===== src/rtl/i2c_auto_master.sv =====
module i2c_auto_master #(
  parameter int LEN_W = 16
) (
  input  logic        clk,
  input  logic        rst_n,
  input  logic        reg_wr,
  input  logic        reg_rd,
  input  logic [2:0]  reg_addr,
  input  logic [31:0] reg_wdata,
  output logic [31:0] reg_rdata,
  output logic        irq,
  output logic [2:0]  bus_op,
  output logic [7:0]  bus_tx_byte,
  output logic        bus_master_ack,
  input  logic        bus_done,
  input  logic [7:0]  bus_rx_byte,
  input  logic        bus_ack
);
  localparam logic [2:0] A_CTRL = 3'd0, A_AUTO = 3'd1, A_TADDR = 3'd2, A_TX = 3'd3,
                         A_RX = 3'd4, A_INT = 3'd5, A_XST = 3'd6;
  localparam logic [2:0] OP_NONE = 3'd0, OP_START = 3'd1, OP_WRITE = 3'd2,
                         OP_READ = 3'd3, OP_STOP = 3'd4;
  localparam logic [31:0] CTRL_MASK = 32'h8000_00C9;

  typedef enum logic [2:0] {S_IDLE, S_START, S_ADDR, S_DATA, S_STOP} st_t;

  st_t              state;
  logic [31:0]      ctrl_q;
  logic [LEN_W-1:0] len_q, cnt;
  logic             rw_q, stop_q;
  logic [9:0]       taddr_q;
  logic [7:0]       tx_q, rx_q;
  logic             tx_full, rx_full;
  logic             int_tx, int_ev;
  logic             st_done, st_abort, st_nack, st_nodev;

  logic busy, xfer, run_ok, addr_nack, data_nack, data_end, wrap, finish;

  assign busy      = (state != S_IDLE);
  assign xfer      = bus_done && (bus_op != OP_NONE);
  assign run_ok    = reg_wr && reg_addr == A_AUTO && reg_wdata[31] &&
                     ctrl_q[0] && ctrl_q[3] && !busy;
  assign addr_nack = state == S_ADDR && xfer && !bus_ack;
  assign data_nack = state == S_DATA && xfer && !rw_q && !bus_ack;
  assign data_end  = state == S_DATA && cnt == '0;
  assign wrap      = addr_nack || data_nack || data_end;
  assign finish    = (wrap && !stop_q) || (state == S_STOP && xfer);
  assign irq       = int_tx || int_ev;

  always_comb begin
    case (state)
      S_START: bus_op = OP_START;
      S_ADDR:  bus_op = OP_WRITE;
      S_DATA:  bus_op = (cnt == '0) ? OP_NONE :
                        rw_q ? (rx_full ? OP_NONE : OP_READ) :
                               (tx_full ? OP_WRITE : OP_NONE);
      S_STOP:  bus_op = OP_STOP;
      default: bus_op = OP_NONE;
    endcase
  end

  assign bus_tx_byte    = (state == S_ADDR) ? {taddr_q[6:0], rw_q} : tx_q;
  assign bus_master_ack = (cnt != LEN_W'(1));

  always_comb begin
    reg_rdata = '0;
    case (reg_addr)
      A_CTRL:  reg_rdata = ctrl_q;
      A_AUTO:  begin
        reg_rdata[LEN_W-1:0] = len_q;
        reg_rdata[16] = rw_q;
        reg_rdata[17] = stop_q;
        reg_rdata[31] = busy;
      end
      A_TADDR: reg_rdata[19:10] = taddr_q;
      A_TX:    reg_rdata[7:0] = tx_q;
      A_RX:    reg_rdata[7:0] = rx_q;
      A_INT:   begin
        reg_rdata[0] = int_tx;
        reg_rdata[9] = int_ev;
      end
      A_XST:   reg_rdata = {14'd0, busy, 13'd0, st_nodev, st_nack, st_abort, st_done};
      default: reg_rdata = '0;
    endcase
  end

  always_ff @(posedge clk) begin
    if (!rst_n) begin
      state <= S_IDLE;
      ctrl_q <= '0; len_q <= '0; cnt <= '0; rw_q <= 1'b0; stop_q <= 1'b0;
      taddr_q <= '0; tx_q <= '0; rx_q <= '0; tx_full <= 1'b0; rx_full <= 1'b0;
      int_tx <= 1'b0; int_ev <= 1'b0;
      st_done <= 1'b0; st_abort <= 1'b0; st_nack <= 1'b0; st_nodev <= 1'b0;
    end else begin
      if (reg_wr && reg_addr == A_CTRL) ctrl_q <= reg_wdata & CTRL_MASK;
      if (ctrl_q[31]) begin
        state <= S_IDLE; cnt <= '0;
        tx_full <= 1'b0; rx_full <= 1'b0; int_tx <= 1'b0; int_ev <= 1'b0;
        st_done <= 1'b0; st_abort <= 1'b0; st_nack <= 1'b0; st_nodev <= 1'b0;
      end else begin
        if (reg_wr && reg_addr == A_INT) begin
          if (reg_wdata[0]) int_tx <= 1'b0;
          if (reg_wdata[9]) int_ev <= 1'b0;
        end
        if (reg_wr && reg_addr == A_TX && !tx_full) begin
          tx_q <= reg_wdata[7:0];
          tx_full <= 1'b1;
        end
        if (reg_rd && reg_addr == A_RX) rx_full <= 1'b0;
        if (reg_wr && reg_addr == A_TADDR && !busy) taddr_q <= reg_wdata[19:10];
        if (reg_wr && reg_addr == A_AUTO && !busy) begin
          len_q  <= reg_wdata[LEN_W-1:0];
          rw_q   <= reg_wdata[16];
          stop_q <= reg_wdata[17];
        end
        if (run_ok) begin
          state <= S_START;
          cnt <= reg_wdata[LEN_W-1:0];
          st_done <= 1'b0; st_abort <= 1'b0; st_nack <= 1'b0; st_nodev <= 1'b0;
          if (!reg_wdata[16]) int_tx <= 1'b1;
        end
        case (state)
          S_START: if (xfer) state <= S_ADDR;
          S_ADDR:  if (xfer && bus_ack) state <= S_DATA;
          S_DATA:  if (xfer) begin
            cnt <= cnt - LEN_W'(1);
            if (rw_q) begin
              rx_q <= bus_rx_byte;
              rx_full <= 1'b1;
              int_ev <= 1'b1;
            end else begin
              tx_full <= 1'b0;
              int_tx <= 1'b1;
            end
          end
          S_STOP:  if (xfer) state <= S_IDLE;
          default: ;
        endcase
        if (addr_nack || data_nack) begin
          st_abort <= 1'b1;
          st_nack <= 1'b1;
        end
        if (addr_nack) st_nodev <= 1'b1;
        if (wrap) state <= stop_q ? S_STOP : S_IDLE;
        if (finish) begin
          int_ev <= 1'b1;
          if (!st_abort && !addr_nack && !data_nack) st_done <= 1'b1;
        end
      end
    end
  end
endmodule


===== config.mk =====
export PLATFORM = sky130hd
export DESIGN_NAME = i2c_auto_master
export DESIGN_NICKNAME = d
export VERILOG_FILES = /design/src/rtl/i2c_auto_master.sv
export SDC_FILE = /design/constraint.sdc
export NUM_CORES = 1
export LEC_CHECK = 0
export ABC_CLOCK_PERIOD_IN_PS = 2000
export BUFFER_PORTS_ARGS = -buffer_cell sky130_fd_sc_hd__buf_2
export CORE_MARGIN = 2
export CORE_UTILIZATION = 49
export DETAILED_ROUTE_END_ITERATION = 16
export PLACE_DENSITY = 0.76
export SYNTH_ARGS = -nofsm -noshare
export SYNTH_HDL_FRONTEND = slang
export SYNTH_SLANG_ARGS = --single-unit

===== constraint.sdc =====
create_clock -name clk -period 2 [get_ports clk]
set_input_delay 0.1 -clock clk [delete_from_list [all_inputs] [get_ports clk]]
set_output_delay 0.1 -clock clk [all_outputs]
set_load 0.005 [all_outputs]

# ---- After elaboration in Yosys (flattened, before gate mapping)
# Cells that the tools add are included.
dict set report word_totals {
  register_bits 75
  elab_cells 128
  output_inout_bits 45
  inputBits 49
}
dict set report classes {
  n_addsub 1
  bitwise_logic 2
  muxes 50
  eq_ne 11
  n_reduce_logical 48
}
# cell count
set ops {}
lappend ops {{16-bit two-way mux} 3}
lappend ops {{7-bit case mux with 5 select lines} 1}
lappend ops {{1-bit two-way mux} 28}
lappend ops {{1-bit logical AND} 25}
lappend ops {{8-bit case mux with 3 select lines} 1}
lappend ops {{3-bit two-way mux} 6}
lappend ops {{16-bit logical NOT} 1}
lappend ops {{16-bit by 1-bit != test with 1-bit output (second input constant)} 1}
lappend ops {{16-bit by 1-bit subtractor with 16-bit output (second input constant)} 1}
lappend ops {{3-bit by 2-bit == test with 1-bit output (second input constant)} 4}
lappend ops {{3-bit == test (second input constant)} 4}
lappend ops {{3-bit case mux with 4 select lines} 1}
lappend ops {{2-bit two-way mux} 5}
lappend ops {{3-bit case mux with 3 select lines} 1}
lappend ops {{1-bit logical NOT} 8}
lappend ops {{8-bit two-way mux} 1}
lappend ops {{3-bit by 1-bit == test with 1-bit output (second input constant)} 2}
lappend ops {{1-bit case mux with 6 select lines} 1}
lappend ops {{2-bit AND reduction} 3}
lappend ops {{3-bit nonzero test} 2}
lappend ops {{1-bit logical OR} 4}
lappend ops {{1-bit case mux with 2 select lines} 2}
lappend ops {{4-bit AND reduction} 1}
lappend ops {{2-bit nonzero test} 2}
lappend ops {{3 further kinds} 4}

# ---- Depth between registers and ports, before layout
# Gate-level depths: netlist (run 1).
dict set report depth {
  depth_word 14
  mapped_depth 8
  ltp_nobuf 7
}

# ---- Worst setup path before layout (run 1)
# No wires, ideal clock.
dict set report synth_path {
  path_type {register to register}
  start {reg cnt[0]}
  end {reg cnt[6]}
  required_ns 1.875
  stages_incl_launch_ff 7
  synth_period_minus_slack_ns 1.979
  t_arrival_ns 1.854
  path_slack_ns 0.021
  setup_ns 0.125
  n_path_buf 0
  path_cell_list {dfxtp_1 inv_1 ha_1 or3b_2 or4_2 o211ai_1 a31oi_1}
}
dict set report synth_between {
  elab_chain_len 7
  word_cells_on_any_way 8
  classes_between {add/sub (1); mux (4); reduce/logical (3)}
}
# element line_no
set synth_rtl {}
lappend synth_rtl {{start: declaration} 29} ;# logic [LEN_W-1:0] len_q, cnt;
lappend synth_rtl {{start signal: assignment} 118} ;# cnt <= reg_wdata[LEN_W-1:0];
lappend synth_rtl {{start signal: assignment} 126} ;# cnt <= cnt - LEN_W'(1);
lappend synth_rtl {{16-bit logical NOT} 54} ;# S_DATA: bus_op = (cnt == '0) ? OP_NONE :
lappend synth_rtl {{2-bit two-way mux} 54}
lappend synth_rtl {{3-bit case mux with 4 select lines} 51} ;# case (state)
lappend synth_rtl {{3-bit nonzero test} 40} ;# assign xfer = bus_done && (bus_op != OP_NONE);
lappend synth_rtl {{1-bit logical AND} 40}
lappend synth_rtl {{16-bit two-way mux (*)} 125} ;# S_DATA: if (xfer) begin
lappend synth_rtl {{16-bit two-way mux (*)} 122} ;# case (state)
# Every way passes the cells marked *; elsewhere a longest branch is shown, timed or not.
# A chain may end at the register's enable or synchronous reset.

# ---- Final worst setup path (run 1)
dict set report layout_path {
  start {reg cnt[1]}
  end {reg cnt[6]}
}
# Same word-level chain as after synthesis.

==> run_results.csv, run 1 <==
group,metric,value,unit
critical_path,cp-end-kind,"flip-flop",
routing,antenna_left,0,
run_status,status,"finished, final reports clean",
placement,pre_cts_ws,-0.0481,ns
timing,fin_crit_sh,98.3,%
grt,grt_max_degree,58,
logic_synthesis,syn_avg_cell_area,8.18,sq um
timing,worst_slew_pin_slew,0.679,ns
clock_network,htree_levels,3,
clock_network,cts_root_buf,"clkbuf_8",
grt,grt_first_pass_wirelength,19.1,mm
grt,grt_pass1_vias,3868,
floorplan,start_util,50.2,%
finish,layoutNonFillerInstCount,715,
clock_network,cts_sinks,75,
timing,fin_crit,1.97,ns
routing,first_pass_iters,5,
finish,mostFrequentLayoutCell,"nand2_1",
floorplan,core,8130,sq um
timing,setup_viol,0,
logic_synthesis,synth_ff_type,"dfxtp_1",
finish,seq_area,1500,sq um
finish,multi_input_area,2410,sq um
critical_path,slowest_delay,0.56,ns
routing,post_drt_wl_per_cell,16.9,microns
logic_synthesis,yosysWarnings,0,
min_path,hold_depth,3,
finish,nFillCells,720,
logic_synthesis,synth-edff-count,0,
floorplan,die_w,95.3,microns
finish,nets,656,
power_and_ir_drop,ir_worst_vdd,364,uV
logic_synthesis,synth-seq-cells,75,
power_and_ir_drop,p_leak,2.07,nW
clock_network,cts_tree,"built",
floorplan,rows,33,
critical_path,path_max_fanout,4,
timing,finalClockSkew,0.0123,ns
grt,gr-usage-all-layers,27.6,%
critical_path,r2r_cells,6,
critical_path,cp.arrival,2.19,ns
grt,antenna_found_initial,0,
min_path,min_path_type,"in -> reg",
routing,vias,4078,
critical_path,path_cells,"inv_2 > ha_4 > or3b_4 > or4_2 > o211ai_1 > a31oi_1",
placement,dpl.hpwl,8.70,mm
timing,slew_headroom,54.3,%
critical_path,required,2.23,ns
logic_synthesis,synth_area,4080,sq um
clock_network,clk_latency,0.36,ns
clock_network,clock_path_buffers,2,
finish,num_antenna_cells,0,
timing,max_freq,509,MHz
floorplan,io_pins,94,
power_and_ir_drop,power-per-cell-area,555,nW/um^2
floorplan,die_h,95.3,microns
placement,place_inst,687,
finish,drive_gt1_share,28.9,%
placement,gp_congestion,0.890,
critical_path,cp_slowest_cell,"or4_2",
timing,hold_viol,0,
logic_synthesis,async_reset_ff_share,0,%
critical_path,start_kind,"flip-flop",
grt,gr-total-overflow,0,
routing,drc,0,
routing,drtIter0Drc,256,
routing,routed_wl,12.1,mm
clock_network,cts-buffers-inserted,9,
critical_path,critPathKind,"reg -> reg",
placement,io_buffer_count,71,
run,maxCapViolCount,0,
finish,layout_common_cells,"83 x nand2_1, 74 x dfxtp_1, 71 x buf_2, 50 x buf_4, 29 x a21boi_0",
finish,final_util,62.4,%
floorplan,dieArea,9080,sq um
routing,viasPerCell,5.70,
timing,fin_tns_setup,0,ns
timing,slew_viol_final,0,
clock_network,path_clk_slew,0.08,ns
logic_synthesis,yosysSeqAreaShare,36.8,%
timing,final.setup.worst_slack,0.0339,ns
logic_synthesis,synth_cell_types,64,
finish,area_growth,24.2,%
logic_synthesis,syn_inst,499,
## path summary, 6_finish.rpt
path / start / end / slack [ns]
min: reg_wdata[18] / taddr_q[8] / 0.01
min reg2reg: len_q[9] / len_q[9] / 0.47
max reg2reg: cnt[1] / cnt[6] / 0.03
max: cnt[1] / cnt[6] / 0.03
## logic make-up after synthesis
logic type                 count (synthesis)  synth area share, %
muxes                                     30                 7.90
DFF                                       75                 36.8
AOI/OAI and AO/OA                        125                 20.5
and+or+nand+nor                          214                 26.9
buffers and inverters                     51                 6.99
xor gates and xnor gates                   1                0.214
adders and majority gates                  2                0.613
other                                      1               0.0918
## critical path: cells and delay by family, from the launching register on
| kind | cells | cell delay (ns) |
|---|---|---|
| fa+ha+maj | 1 | 0.15 |
| simple gates | 2 | 0.97 |
| flops | 1 | 0.33 |
| compound gates | 2 | 0.32 |
| buf+inv | 1 | 0.08 |
## repair_timing
action | CTS | global route
setup endpoints to repair | 12 | 15
hold endpoints to repair | 7 | 0
gates resized for setup | 8 | 13
hold buffers | 7 | 0
setup buffers | 2 | 3
pin swaps | 4 | 7
## flip-flops by register name, indices dropped and copies added, names as in the netlist
register	count
st_nodev	1
rx_q	8
stop_q	1
st_nack	1
ctrl_q	5
tx_q	8
cnt	16
rw_q	1
rx_full	1
tx_full	1
len_q	16
int_tx	1
st_done	1
taddr_q	10
int_ev	1
state	3
## cells in the mapped netlist (6+ instances only)
cell,number,area share (%)
nor2_1,27,2.5
a21oi_1,23,2.8
mux2i_1,21,5.1
o211ai_1,6,1.1
nor3_1,9,1.1
nand3_1,20,2.5
dfxtp_1,75,37
o21ai_0,19,2.3
clkbuf_1,22,2.0
buf_2,7,0.86
nor2b_1,21,3.2
a31oi_1,7,1.1
a22oi_1,17,3.1
and3_1,6,0.92
a21boi_0,29,5.3
nand2_1,83,7.6
mux2_2,8,2.2
buf_4,12,2.2
## report_power, final
group | switching, W | internal [W]
Clock | 0.000581 | 0.000445
Sequential | 0.0000132 | 0.00151
Combinational | 0.000155 | 0.000110
## metal layers
layer	GRT usage [%]	wire, microns
met1	35.9	5170
met5	0	0
met3	4.82	818
met4	13.0	341
met2	44.4	5720
## through the flow
step	hold WS [ns]	total power, W	cell area (sq um)
after global placement	0.344	0.00180	4710
after global routing	0.0317	0.00290	5070
final	0.00984	0.00281	5070
after detailed placement	0.354	0.00181	4710
after CTS	0.00320	0.00282	5000
after floorplan	0.240	0.00171	4120
## cell type report
| type | instances | area share [%] |
|---|---|---|
| clock inverter | 5 | 0.592 |
| clock buffer | 11 | 2.59 |
| inverter | 5 | 0.370 |
| sequential | 75 | 29.6 |
| timing repair buffer | 131 | 16.6 |
| multi-input combinational | 383 | 47.6 |
| tap | 105 | 2.59 |
(Power assumes the default switching activity.)
==> inputs of run 2 (changes only) <==
--- a/config.mk
+++ b/config.mk
@@ -7,10 +7,12 @@
 export LEC_CHECK = 0
 export ABC_CLOCK_PERIOD_IN_PS = 2000
 export BUFFER_PORTS_ARGS = -buffer_cell sky130_fd_sc_hd__buf_2
+export CELL_PAD_IN_SITES_DETAIL_PLACEMENT = 0
+export CELL_PAD_IN_SITES_GLOBAL_PLACEMENT = 1
 export CORE_MARGIN = 2
-export CORE_UTILIZATION = 49
+export CORE_UTILIZATION = 36
 export DETAILED_ROUTE_END_ITERATION = 16
-export PLACE_DENSITY = 0.76
+export PLACE_DENSITY_LB_ADDON = 0.1
 export SYNTH_ARGS = -nofsm -noshare
 export SYNTH_HDL_FRONTEND = slang
 export SYNTH_SLANG_ARGS = --single-unit
==> run_results.csv, run 2 (synthesis results as in run 1) <==
group,metric,value,unit
floorplan,die_h,111,microns
timing,slew_viol_final,0,
placement,gp_congestion,0.804,
clock_network,htree_levels,3,
routing,drc,0,
run_status,status,"finished, final reports clean",
floorplan,rows,38,
finish,drive_gt1_share,30.0,%
finish,num_antenna_cells,0,
critical_path,cp_slowest_cell,"or4_4",
clock_network,cts_root_buf,"clkbuf_16",
timing,fin_tns_setup,0,ns
finish,reg.largest.list,"cnt: 16 flops, len_q: 16 flops, taddr_q: 10 flops",
clock_network,cts_tree,"built",
timing,max_freq,513,MHz
timing,worst_slew_pin_slew,0.532,ns
clock_network,cts-buffers-inserted,9,
routing,first_pass_iters,4,
timing,hold_viol,0,
timing,holdWs,0.00473,ns
critical_path,path_max_fanout,5,
critical_path,required,2.26,ns
placement,io_buffer_count,71,
critical_path,cp.arrival,2.21,ns
grt,gr-total-overflow,0,
timing,fin_crit,1.95,ns
critical_path,crit_family,"simple AND/OR/NAND/NOR gates",
floorplan,dieArea,12200,sq um
power_and_ir_drop,p_leak,2.11,nW
timing,fin_crit_sh,97.4,%
critical_path,cp-end-kind,"flip-flop",
finish,area_growth,26.5,%
critical_path,slowest_delay,0.56,ns
clock_network,clk_latency,0.34,ns
critical_path,path_cells,"buf_4 > or4_4 > nor2_4 > nand4_4 > or4_1 > a31oi_1",
finish,mostFrequentLayoutCell,"nand2_1",
placement,dpl.hpwl,9.61,mm
power_and_ir_drop,power-per-cell-area,630,nW/um^2
routing,drtIter0Drc,185,
run,maxCapViolCount,0,
routing,antenna_left,0,
floorplan,core,10900,sq um
routing,vias,3948,
critical_path,worst-path-buf-inv,1,
power_and_ir_drop,ir_worst_vdd,550,uV
clock_network,clock_path_buffers,2,
critical_path,start_kind,"flip-flop",
grt,grt_pass1_vias,3881,
timing,rsz0062_at_grt,"yes",
clock_network,path_clk_slew,0.06,ns
grt,grt_first_pass_wirelength,20.8,mm
min_path,min_path_type,"in -> reg",
floorplan,io_pins,94,
finish,nets,653,
grt,gr-usage-all-layers,21.3,%
power_and_ir_drop,p_total,0.00325,W
timing,slew_headroom,64.4,%
timing,finalClockSkew,0.00734,ns
floorplan,die_w,111,microns
finish,layout_common_cells,"83 x nand2_1, 71 x dfxtp_1, 71 x buf_2, 55 x buf_4, 29 x a21boi_0",
finish,final_util,47.2,%
routing,post_drt_wl_per_cell,17.4,microns
clock_network,cts_sinks,75,
routing,viasPerCell,5.29,
floorplan,start_util,37.3,%
timing,setup_viol,0,
grt,antenna_found_initial,0,
grt,grt_max_degree,58,
critical_path,critPathKind,"reg -> reg",
routing,routed_wl,13.0,mm
-- run 2: cell type report --
cell class                      instances  area [sq um]
Timing Repair Buffer                  128           798
Clock buffer                           12           236
Fill cell                            1132          5770
Tap cell                              140           175
Inverter                                5          18.8
Multi-Input combinational cell        383          2400
Clock inverter                          4          27.5
Sequential cell                        75          1510
-- run 2: metal layers --
layer  track usage, %  up-vias  wire, microns
li1                 -     1966              -
met1             28.1     1879           6120
met2             35.3       92           6160
met3             4.88       11            627
met4             5.50        0            128
met5                0        -              0
-- run 2: worst register-to-register path, cell delays in order, from the launching register on --
cell,delay (ns)
dfxtp_2,0.32
buf_4,0.13
or4_4,0.56
nor2_4,0.14
nand4_4,0.14
or4_1,0.42
a31oi_1,0.16
-- run 2: repair_timing --
action | in CTS | in global routing
pin swaps | 2 | 5
setup endpoints to repair | 11 | 57
gates resized for setup | 3 | 19
hold buffers | 1 | 0
endpoints found under the hold margin | 1 | 0
setup buffers | 3 | 3
-- run 2: stage by stage --
step | std cells | worst slack (ns) | area [sq um]
2_1_floorplan | 509 | 0.0207 | 4120
3_3_place_gp | 724 | 0.00622 | 4770
3_5_place_dp | 724 | -0.0311 | 4770
4_1_cts | 744 | 0.0406 | 5080
5_1_grt | 747 | -0.0357 | 5170
6_report | 747 | 0.0514 | 5170
-- run 2: final timing paths --
kind	start	to	slack, ns	cells past startpoint
worst max register to register	cnt[0]	cnt[15]	0.05	6
worst min-delay path	bus_rx_byte[3]	rx_q[3]	0.005	3
worst max-delay path	cnt[0]	cnt[15]	0.05	6
worst min register to register	len_q[8]	len_q[8]	0.46	2
-- run 2: report_power, final --
part | total (W) | internal, W | switching (W) | leakage (nW)
sequential | 0.00153 | 0.00151 | 0.0000137 | 0.608
combinational | 0.000264 | 0.000105 | 0.000159 | 1.37
clock | 0.00146 | 0.000841 | 0.000623 | 0.131
